--- config.mk ---
export PLATFORM = sky130hd
export DESIGN_NAME = bitser_seq
export DESIGN_NICKNAME = d
export VERILOG_FILES = /design/src/rtl/bitser_seq.sv
export SDC_FILE = /design/constraint.sdc
export NUM_CORES = 1
export LEC_CHECK = 0
export BUFFER_PORTS_ARGS = -buffer_cell sky130_fd_sc_hd__buf_2
export CAP_MARGIN = 20
export CELL_PAD_IN_SITES_DETAIL_PLACEMENT = 0
export CELL_PAD_IN_SITES_GLOBAL_PLACEMENT = 1
export CORE_ASPECT_RATIO = 0.6
export CORE_UTILIZATION = 40
export CTS_CLUSTER_SIZE = 10
export DETAILED_ROUTE_END_ITERATION = 12
export GPL_TIMING_DRIVEN = 1
export PLACE_DENSITY_LB_ADDON = 0.2
export SYNTH_ARGS = -nofsm -noshare
export SYNTH_HDL_FRONTEND = slang
export SYNTH_SLANG_ARGS = --single-unit
--- constraint.sdc ---
create_clock -name clk -period 3.4 [get_ports clk]
set_clock_uncertainty 0.05 [all_clocks]
set_input_delay 0 -clock clk [delete_from_list [all_inputs] [get_ports clk]]
set_output_delay 0 -clock clk [all_outputs]
set_load 0.02 [all_outputs]
--- src/rtl/bitser_seq.sv ---
module bitser_seq #(
  parameter int DIV  = 250,
  parameter int BITS = 18,
  parameter int OPW  = 6,
  parameter int STW  = 4
) (
  input  logic               clk,
  input  logic               rst,
  input  logic               run,
  input  logic [OPW-1:0]     op_in,
  input  logic               br_req,
  input  logic [STW-1:0]     br_tgt,
  output logic [4:0]         bit_idx,
  output logic               bit_en,
  output logic [OPW+STW-1:0] uaddr,
  output logic               eow
);
  localparam int DW = (DIV > 1) ? $clog2(DIV) : 1;
  localparam logic [DW-1:0] DIV_LAST = DW'(DIV - 1);
  localparam logic [4:0]    BIT_LAST = 5'(BITS - 1);

  logic [DW-1:0]  div_q;
  logic [4:0]     bit_q;
  logic [STW-1:0] step_q;
  logic [OPW-1:0] op_q;
  logic           wrap;

  assign bit_en  = run && (div_q == DIV_LAST);
  assign eow     = (bit_q == BIT_LAST);
  assign wrap    = bit_en && eow;
  assign bit_idx = bit_q;
  assign uaddr   = {op_q, step_q};

  always_ff @(posedge clk) begin
    if (rst) begin
      div_q <= '0;
    end else if (run) begin
      div_q <= (div_q == DIV_LAST) ? '0 : div_q + 1'b1;
    end
  end

  always_ff @(posedge clk) begin
    if (rst) begin
      bit_q <= '0;
    end else if (bit_en) begin
      bit_q <= eow ? '0 : bit_q + 1'b1;
    end
  end

  always_ff @(posedge clk) begin
    if (rst) begin
      step_q <= '0;
      op_q   <= '0;
    end else if (wrap) begin
      step_q <= br_req ? br_tgt : step_q + 1'b1;
      op_q   <= op_in;
    end
  end
endmodule

==> results of run 1 <==
==> cell type report <==
| cell class | count | area share |
|---|---|---|
| multi-input cells | 93 | 0.444 |
| flip-flops and latches | 23 | 0.326 |
| repair buffers | 37 | 0.156 |
| clock buffers | 3 | 0.0292 |
| well taps | 32 | 0.0283 |
| inverters | 5 | 0.0133 |
| clock inverters | 1 | 0.00354 |
==> per-layer routing <==
| metal | wire length, um | GRT usage |
|---|---|---|
| met1 | 1420 | 0.257 |
| met2 | 1120 | 0.281 |
| met3 | 142 | 0.0581 |
| met4 | 8 | 0.0353 |
| met5 | 0 | 0 |
==> cell families after synthesis <==
group	count (synthesis)	share of synthesized area
mux	2	0.0183
buf+inv	16	0.0666
simple gates	42	0.209
xor+xnor	4	0.0301
flops	23	0.395
compound gates	40	0.227
fa+ha+maj	5	0.0537
==> cells in the final DEF (no fill, tap or decap), types with 2 or more instances in the layout <==
master and instances:
sky130_fd_sc_hd__a21oi_1 13, sky130_fd_sc_hd__or3_1 4, sky130_fd_sc_hd__o32ai_1 2, sky130_fd_sc_hd__o21ai_0 5, sky130_fd_sc_hd__nor4_1 2, sky130_fd_sc_hd__ha_1 5, sky130_fd_sc_hd__dfxtp_1 23, sky130_fd_sc_hd__buf_2 30
sky130_fd_sc_hd__nand2_1 6, sky130_fd_sc_hd__a22oi_1 2, sky130_fd_sc_hd__o31ai_1 9, sky130_fd_sc_hd__nand4_1 8, sky130_fd_sc_hd__nor2_1 10, sky130_fd_sc_hd__a311oi_1 2, sky130_fd_sc_hd__clkbuf_8 3, sky130_fd_sc_hd__nand3_1 2
sky130_fd_sc_hd__inv_1 5, sky130_fd_sc_hd__or4_1 3, sky130_fd_sc_hd__dlygate4sd3_1 7, sky130_fd_sc_hd__xor2_1 3
==> worst max path at each step <==
| stage | endpoint | slack, ns | cells after the start |
|---|---|---|---|
| floorplan | step_q[3] | 1.69 | 7 |
| global placement | div_q[1] | 1.31 | 4 |
| detailed placement | div_q[2] | 1.22 | 4 |
| CTS | div_q[0] | 1.21 | 4 |
| global route | div_q[3] | 0.96 | 4 |
| finish | div_q[0] | 1.16 | 4 |
==> stage by stage <==
stage / cells / total power [mW]
finish: 194 / 0.475
detailed placement: 183 / 0.307
global placement: 183 / 0.306
CTS: 194 / 0.483
floorplan: 132 / 0.297
global route: 194 / 0.497
==> registers in the layout, indices dropped and copies added, names as in the netlist <==
signal and count:
div_q 8, op_q 6, bit_idx 5, step_q 4
==> power by group <==
part	switching [mW]	total (mW)	internal, mW	leakage, nW
combinational	0.0152	0.0321	0.0169	0.360
sequential	0.00298	0.275	0.272	0.186
clock	0.0864	0.168	0.0817	0.0255
total	0.105	0.475	0.370	0.571
==> repair_timing <==
item | CTS | global route
buffers inserted | 0 | 0
hold endpoints to repair | 7 | 0
hold buffers | 7 | 0
gates resized for setup | 0 | 0
==> impl_metrics.yaml, run 1 <==
timing:
  grt_setup_unrepaired: "no"
  finalHoldViolations: 0
  timing.final.setup_violations: 0
  worst_pin_slew_ns: 0.774
  post-route-min-period_ns: 2.24
  post-route-period-util: 0.659
  finalSetupTns_ns: 0
  clock.fmax_mhz: 446
  max_slew_margin: 0.481
  final_worst_slack_ns: 1.16
  hold-worst-slack_ns: 0.0202
  slew_viol_final: 0
critical_path:
  crit_path_end_kind: "flip-flop"
  critPathMaxFanout: 20
  worst_r2r_startpoint: "div_q[0]"
  timing.setup.critical_path_class: "reg2reg"
  crit_path_start: "div_q[0]"
  cp_top_family: "compound AO/OA/AOI/OAI gates"
  rrSetupSlack_ns: 1.16
  data_required_time_of_the_critical_path_ns: 3.48
  worstSetupStartpointType: "flip-flop"
  cell_by_cell_listing_of_the_critical_path: "ha_1 > nand4b_1 > o21ai_1 > nor2_1"
  worst-path-buf-inv: 0
  cp_slowest_cell: "sky130_fd_sc_hd__o21ai_1"
  reg2reg_to: "div_q[0]"
  critical_path.max_stage_delay_ns: 0.77
  timing.critical_path.arrival_ns: 2.33
  worst-r2r-cell-count: 4
placed_design:
  dpl_worst_slack_ns: 1.22
  buffer_ports.inserted: 30
  detailedPlacementHpwl_um: 1880
  gp_congestion: 0.831
  dpl-instance-area_um2: 1300
layout:
  regArea_um2: 460
  multi_input_area_um2: 627
  num-nets-final: 182
  final_util: 0.538
  layout-area-overhead-vs-synth_pct: 21.3
  antenna_cells_inserted: 0
  layout.filler_cells: 248
  stdcell_area_um2: 1410
  layout_cell_share_with_drive_strength_beyond_1: 0.222
floorplan:
  fp.coreArea_um2: 2630
  floorplan.io_pins: 31
  chipWidth_um: 71.7
  dieHeight_um: 43.8
  rows: 14
  fp.dieArea_um2: 3140
  starting_utilization_of_the_core_area: 0.443
synthesis:
  mappedNetlistArea_um2: 1160
  ys.flop_type: "sky130_fd_sc_hd__dfxtp_1"
  async_reset_ff_frac: 0
  synthesis.yosys.warnings: 0
  synth_most_common_cell: "sky130_fd_sc_hd__dfxtp_1"
  postSynthNetCount: 151
  syn_inst: 132
  synth.ff_latch_count: 23
  synth_edf_count: 0
  share_of_the_yosys_chip_area_belonging_to_registers: 0.395
  synth_commonest_cells: "sky130_fd_sc_hd__dfxtp_1 (23), sky130_fd_sc_hd__a21oi_1 (13), sky130_fd_sc_hd__nor2_1 (10), sky130_fd_sc_hd__o31ai_1 (9), sky130_fd_sc_hd__nand4_1 (8)"
  synth.top_cell.area_share: 0.395
  post-synth-top-area-cell: "sky130_fd_sc_hd__dfxtp_1"
  netlist-cell-type-count: 39
  postSynthAreaPerCell_um2: 8.82
  synth_top_cells_by_area: "sky130_fd_sc_hd__dfxtp_1 (40%), sky130_fd_sc_hd__o31ai_1 (5.8%), sky130_fd_sc_hd__a21oi_1 (5.6%), sky130_fd_sc_hd__ha_1 (5.4%), sky130_fd_sc_hd__nand4_1 (4.3%)"
grt:
  grt_start_max_net_pins: 23
  grt-ovfl-total: 0
  gr-usage-all-layers: 0.184
  grt_pass1_vias: 974
  grt_antenna_before_repair: 0
  grt_pass1_wl_um: 4460
power_and_ir_drop:
  power.density_nw_per_um2: 336
  worst_ir_drop_vdd_v: 0.000183
  p_leak_nw: 0.571
clock_network:
  cts_inserted_buffers: 3
  cts-root-to-sink-buffers: 2
  clk_pin_slew_ns: 0.08
  clk-insertion-delay-late_ns: 0.26
  tritoncts: "yes"
  ctsHtreeMaxLevel: 1
  clkSinkCount: 23
  cts_root_buf: "sky130_fd_sc_hd__clkbuf_8"
routing:
  postRouteWirelength_um: 2690
  drtAntennaViolNets: 0
  wl_per_cell_um: 13.9
  first_drt_iteration_drcs: 39
  detailedRoute.firstPassIterationCount: 6
  vias: 1091
  drc: 0
  vias_per_cell: 5.62
run:
  max_cap_viol_count: 0
worst_hold_path:
  class_of_the_most_critical_hold_timing_path: "in2reg"
  timing.hold.worst.start: "rst"
  endpoint_with_the_worst_hold_slack: "bit_idx[1]"
  hold_depth: 2
status:
  status: "finished clean"
(Power assumes the default switching activity.)
==> run 2: changes to the inputs <==
--- a/config.mk
+++ b/config.mk
@@ -5,12 +5,13 @@
 export SDC_FILE = /design/constraint.sdc
 export NUM_CORES = 1
 export LEC_CHECK = 0
+export ABC_AREA = 1
 export BUFFER_PORTS_ARGS = -buffer_cell sky130_fd_sc_hd__buf_2
 export CAP_MARGIN = 20
 export CELL_PAD_IN_SITES_DETAIL_PLACEMENT = 0
 export CELL_PAD_IN_SITES_GLOBAL_PLACEMENT = 1
 export CORE_ASPECT_RATIO = 0.6
-export CORE_UTILIZATION = 40
+export CORE_UTILIZATION = 36
 export CTS_CLUSTER_SIZE = 10
 export DETAILED_ROUTE_END_ITERATION = 12
 export GPL_TIMING_DRIVEN = 1
==> constraint.sdc (replaced) <==
create_clock -name clk -period 2.3 [get_ports clk]
set_clock_uncertainty 0.05 [all_clocks]
set_input_delay 0 -clock clk [delete_from_list [all_inputs] [get_ports clk]]
set_output_delay 0 -clock clk [all_outputs]
set_load 0.02 [all_outputs]
==> run 2 against run 1 <==
  * Final cell count up 26%
  * Power rose by 50%
  * Worst hold slack gained 0.025 ns
  * Global-route usage decreased by 3.6 points
  * Cell area increased by 6.5%
  * Largest cell class unchanged
  * Largest power group unchanged
==> impl_metrics.yaml, run 2 <==
status:
  status: "finished clean"
floorplan:
  fp.coreArea_um2: 2970
  starting_utilization_of_the_core_area: 0.389
  dieHeight_um: 45.9
  floorplan.io_pins: 31
  fp.dieArea_um2: 3440
  rows: 15
  chipWidth_um: 75.1
grt:
  grt_antenna_before_repair: 0
  grt-ovfl-total: 0
  grt_pass1_wl_um: 3690
  grt_pass1_vias: 834
  grt_start_max_net_pins: 15
  use_met2: 0.213
  met3_usage: 0.0575
  grt_util_met1: 0.207
  globalRoute.busiestLayer: "met2"
  gr-usage-all-layers: 0.148
timing:
  clock.fmax_mhz: 652
  grt_setup_unrepaired: "no"
  post-route-period-util: 0.667
  slew_viol_final: 0
  post-route-min-period_ns: 1.53
  timing.final.setup_violations: 0
  finalSetupTns_ns: 0
  finalHoldViolations: 0
  max_slew_margin: 0.795
  worst_pin_slew_ns: 0.307
synthesis:
  ys.flop_type: "sky130_fd_sc_hd__dfxtp_1"
  synth_edf_count: 0
  syn_inst: 158
  post-synth-top-area-cell: "sky130_fd_sc_hd__dfxtp_1"
  async_reset_ff_frac: 0
  synthesis.yosys.warnings: 0
  share_of_the_yosys_chip_area_belonging_to_registers: 0.399
  synth_top_cells_by_area: "sky130_fd_sc_hd__dfxtp_1 (40%), sky130_fd_sc_hd__nand2_1 (18%), sky130_fd_sc_hd__nor2_1 (6.8%), sky130_fd_sc_hd__ha_1 (5.4%), sky130_fd_sc_hd__inv_1 (3.9%)"
  postSynthAreaPerCell_um2: 7.30
  netlist-cell-type-count: 23
  mappedNetlistArea_um2: 1150
  synth_commonest_cells: "sky130_fd_sc_hd__nand2_1 (54), sky130_fd_sc_hd__dfxtp_1 (23), sky130_fd_sc_hd__nor2_1 (21), sky130_fd_sc_hd__inv_1 (12), sky130_fd_sc_hd__nand3_1 (8)"
  postSynthNetCount: 177
  synth_most_common_cell: "sky130_fd_sc_hd__nand2_1"
  synth.top_cell.area_share: 0.399
  synth.ff_latch_count: 23
power_and_ir_drop:
  comb_power_share: 0.078
  p_leak_nw: 0.756
  power.share.sequential: 0.568
  worst_ir_drop_vdd_v: 0.000270
  p_total_mw: 0.714
  power_frac_clock: 0.355
  power.switching_fraction: 0.225
  p_int_mw: 0.553
  switching_power_mw: 0.161
  power.density_nw_per_um2: 474
placed_design:
  gp_congestion: 0.807
  buffer_ports.inserted: 30
  detailedPlacementHpwl_um: 1790
routing:
  vias: 1059
  vias_per_cell: 4.34
  postRouteWirelength_um: 2390
  drc: 0
  drtAntennaViolNets: 0
  wl_per_cell_um: 9.78
  first_drt_iteration_drcs: 27
  detailedRoute.firstPassIterationCount: 4
clock_network:
  cts_inserted_buffers: 3
  clkSinkCount: 23
  ctsHtreeMaxLevel: 1
  clk_pin_slew_ns: 0.09
  postCtsResizedCells: 0
  cts_root_buf: "sky130_fd_sc_hd__clkbuf_8"
  tritoncts: "yes"
  clk-insertion-delay-late_ns: 0.27
  post_cts_hold_buffer_count: 11
  cts-root-to-sink-buffers: 2
  cts_setup_buffers: 0
layout:
  antenna_cells_inserted: 0
  num-nets-final: 222
  layout-area-overhead-vs-synth_pct: 30.4
  largest_reg_flops: 8
  layout_cell_share_with_drive_strength_beyond_1: 0.243
  layout_common_cells: "sky130_fd_sc_hd__nand2_1 (54), sky130_fd_sc_hd__buf_2 (30), sky130_fd_sc_hd__dfxtp_1 (23)"
  layout_commonest_cell: "sky130_fd_sc_hd__nand2_1"
  largest_register: "div_q"
worst_hold_path:
  class_of_the_most_critical_hold_timing_path: "in2reg"
critical_path:
  worstSetupStartpointType: "flip-flop"
  crit_path_end_kind: "output pin"
  critPathMaxFanout: 6
  data_required_time_of_the_critical_path_ns: 2.25
  timing.setup.critical_path_class: "reg2out"
  timing.critical_path.arrival_ns: 1.48
run:
  max_cap_viol_count: 0
## run 2: cell types whose count changed in the layout (fill, tap and decap cells not counted), moves of 4 or more
cell / change
sky130_fd_sc_hd__a21oi_1: -8
sky130_fd_sc_hd__dlygate4sd3_1: +4
sky130_fd_sc_hd__inv_1: +7
sky130_fd_sc_hd__nand2_1: +48
sky130_fd_sc_hd__nand3_1: +6
sky130_fd_sc_hd__nand4_1: -6
sky130_fd_sc_hd__nor2_1: +11
sky130_fd_sc_hd__o31ai_1: -9
sky130_fd_sc_hd__or3_1: -4
## run 2: cell families after synthesis
family / count (synthesis) / share of synthesized area
xor gates and xnor gates: 4 / 0.0304
and+or+nand+nor: 101 / 0.416
adders and majority gates: 5 / 0.0542
DFF: 23 / 0.399
AOI/OAI and AO/OA: 9 / 0.0412
buffers and inverters: 16 / 0.0586
## run 2: cell type report
cell class	instances	area, um^2
Clock buffer	3	41.3
Clock inverter	1	7.51
Fill cell	315	1460
Inverter	15	56.3
Multi-Input combinational cell	119	626
Sequential cell	23	460
Tap cell	42	52.6
Timing Repair Buffer	41	260
## run 2: worst paths after layout
kind | startpoint | to | slack, ns | cells after the start
min | br_tgt[2] | step_q[2] | 0.05 | 5
max reg2reg | bit_idx[0] | step_q[3] | 0.80 | 8
min reg2reg | op_q[4] | op_q[4] | 0.40 | 2
max | div_q[0] | bit_en | 0.77 | 6
## run 2: power groups by stage
stage | combinational (mW) | clock [mW] | sequential [mW]
floorplan | 0.0196 | 0 | 0.413
global placement | 0.0394 | 0 | 0.414
detailed placement | 0.0410 | 0 | 0.414
CTS | 0.0554 | 0.267 | 0.405
global route | 0.0624 | 0.285 | 0.406
finish | 0.0555 | 0.253 | 0.405
## run 2: through the flow
step           instances   util  hold slack, ns  worst slack, ns  area, um^2
6_report             244  0.507          0.0453            0.766        1500
5_1_grt              244  0.507          0.0970            0.677        1500
4_1_cts              244  0.507          0.0375            0.756        1500
3_5_place_dp         229  0.454           0.149            0.820        1350
3_3_place_gp         229  0.454           0.143            0.846        1350
2_1_floorplan        158      -          0.0191            0.659        1150
## run 2: metal layers
metal  wire length (um)  up-vias
met5                  0        -
met4                  8        0
met3                138        2
met2                953       27
met1               1290      448
li1                   -      582
## run 2: worst max-delay path, stage by stage, from the launching register on
cell,delay [ns]
sky130_fd_sc_hd__dfxtp_1,0.41
sky130_fd_sc_hd__ha_1,0.19
sky130_fd_sc_hd__nand2_1,0.09
sky130_fd_sc_hd__nor2_4,0.17
sky130_fd_sc_hd__nand2_4,0.10
sky130_fd_sc_hd__inv_2,0.10
sky130_fd_sc_hd__buf_2,0.17
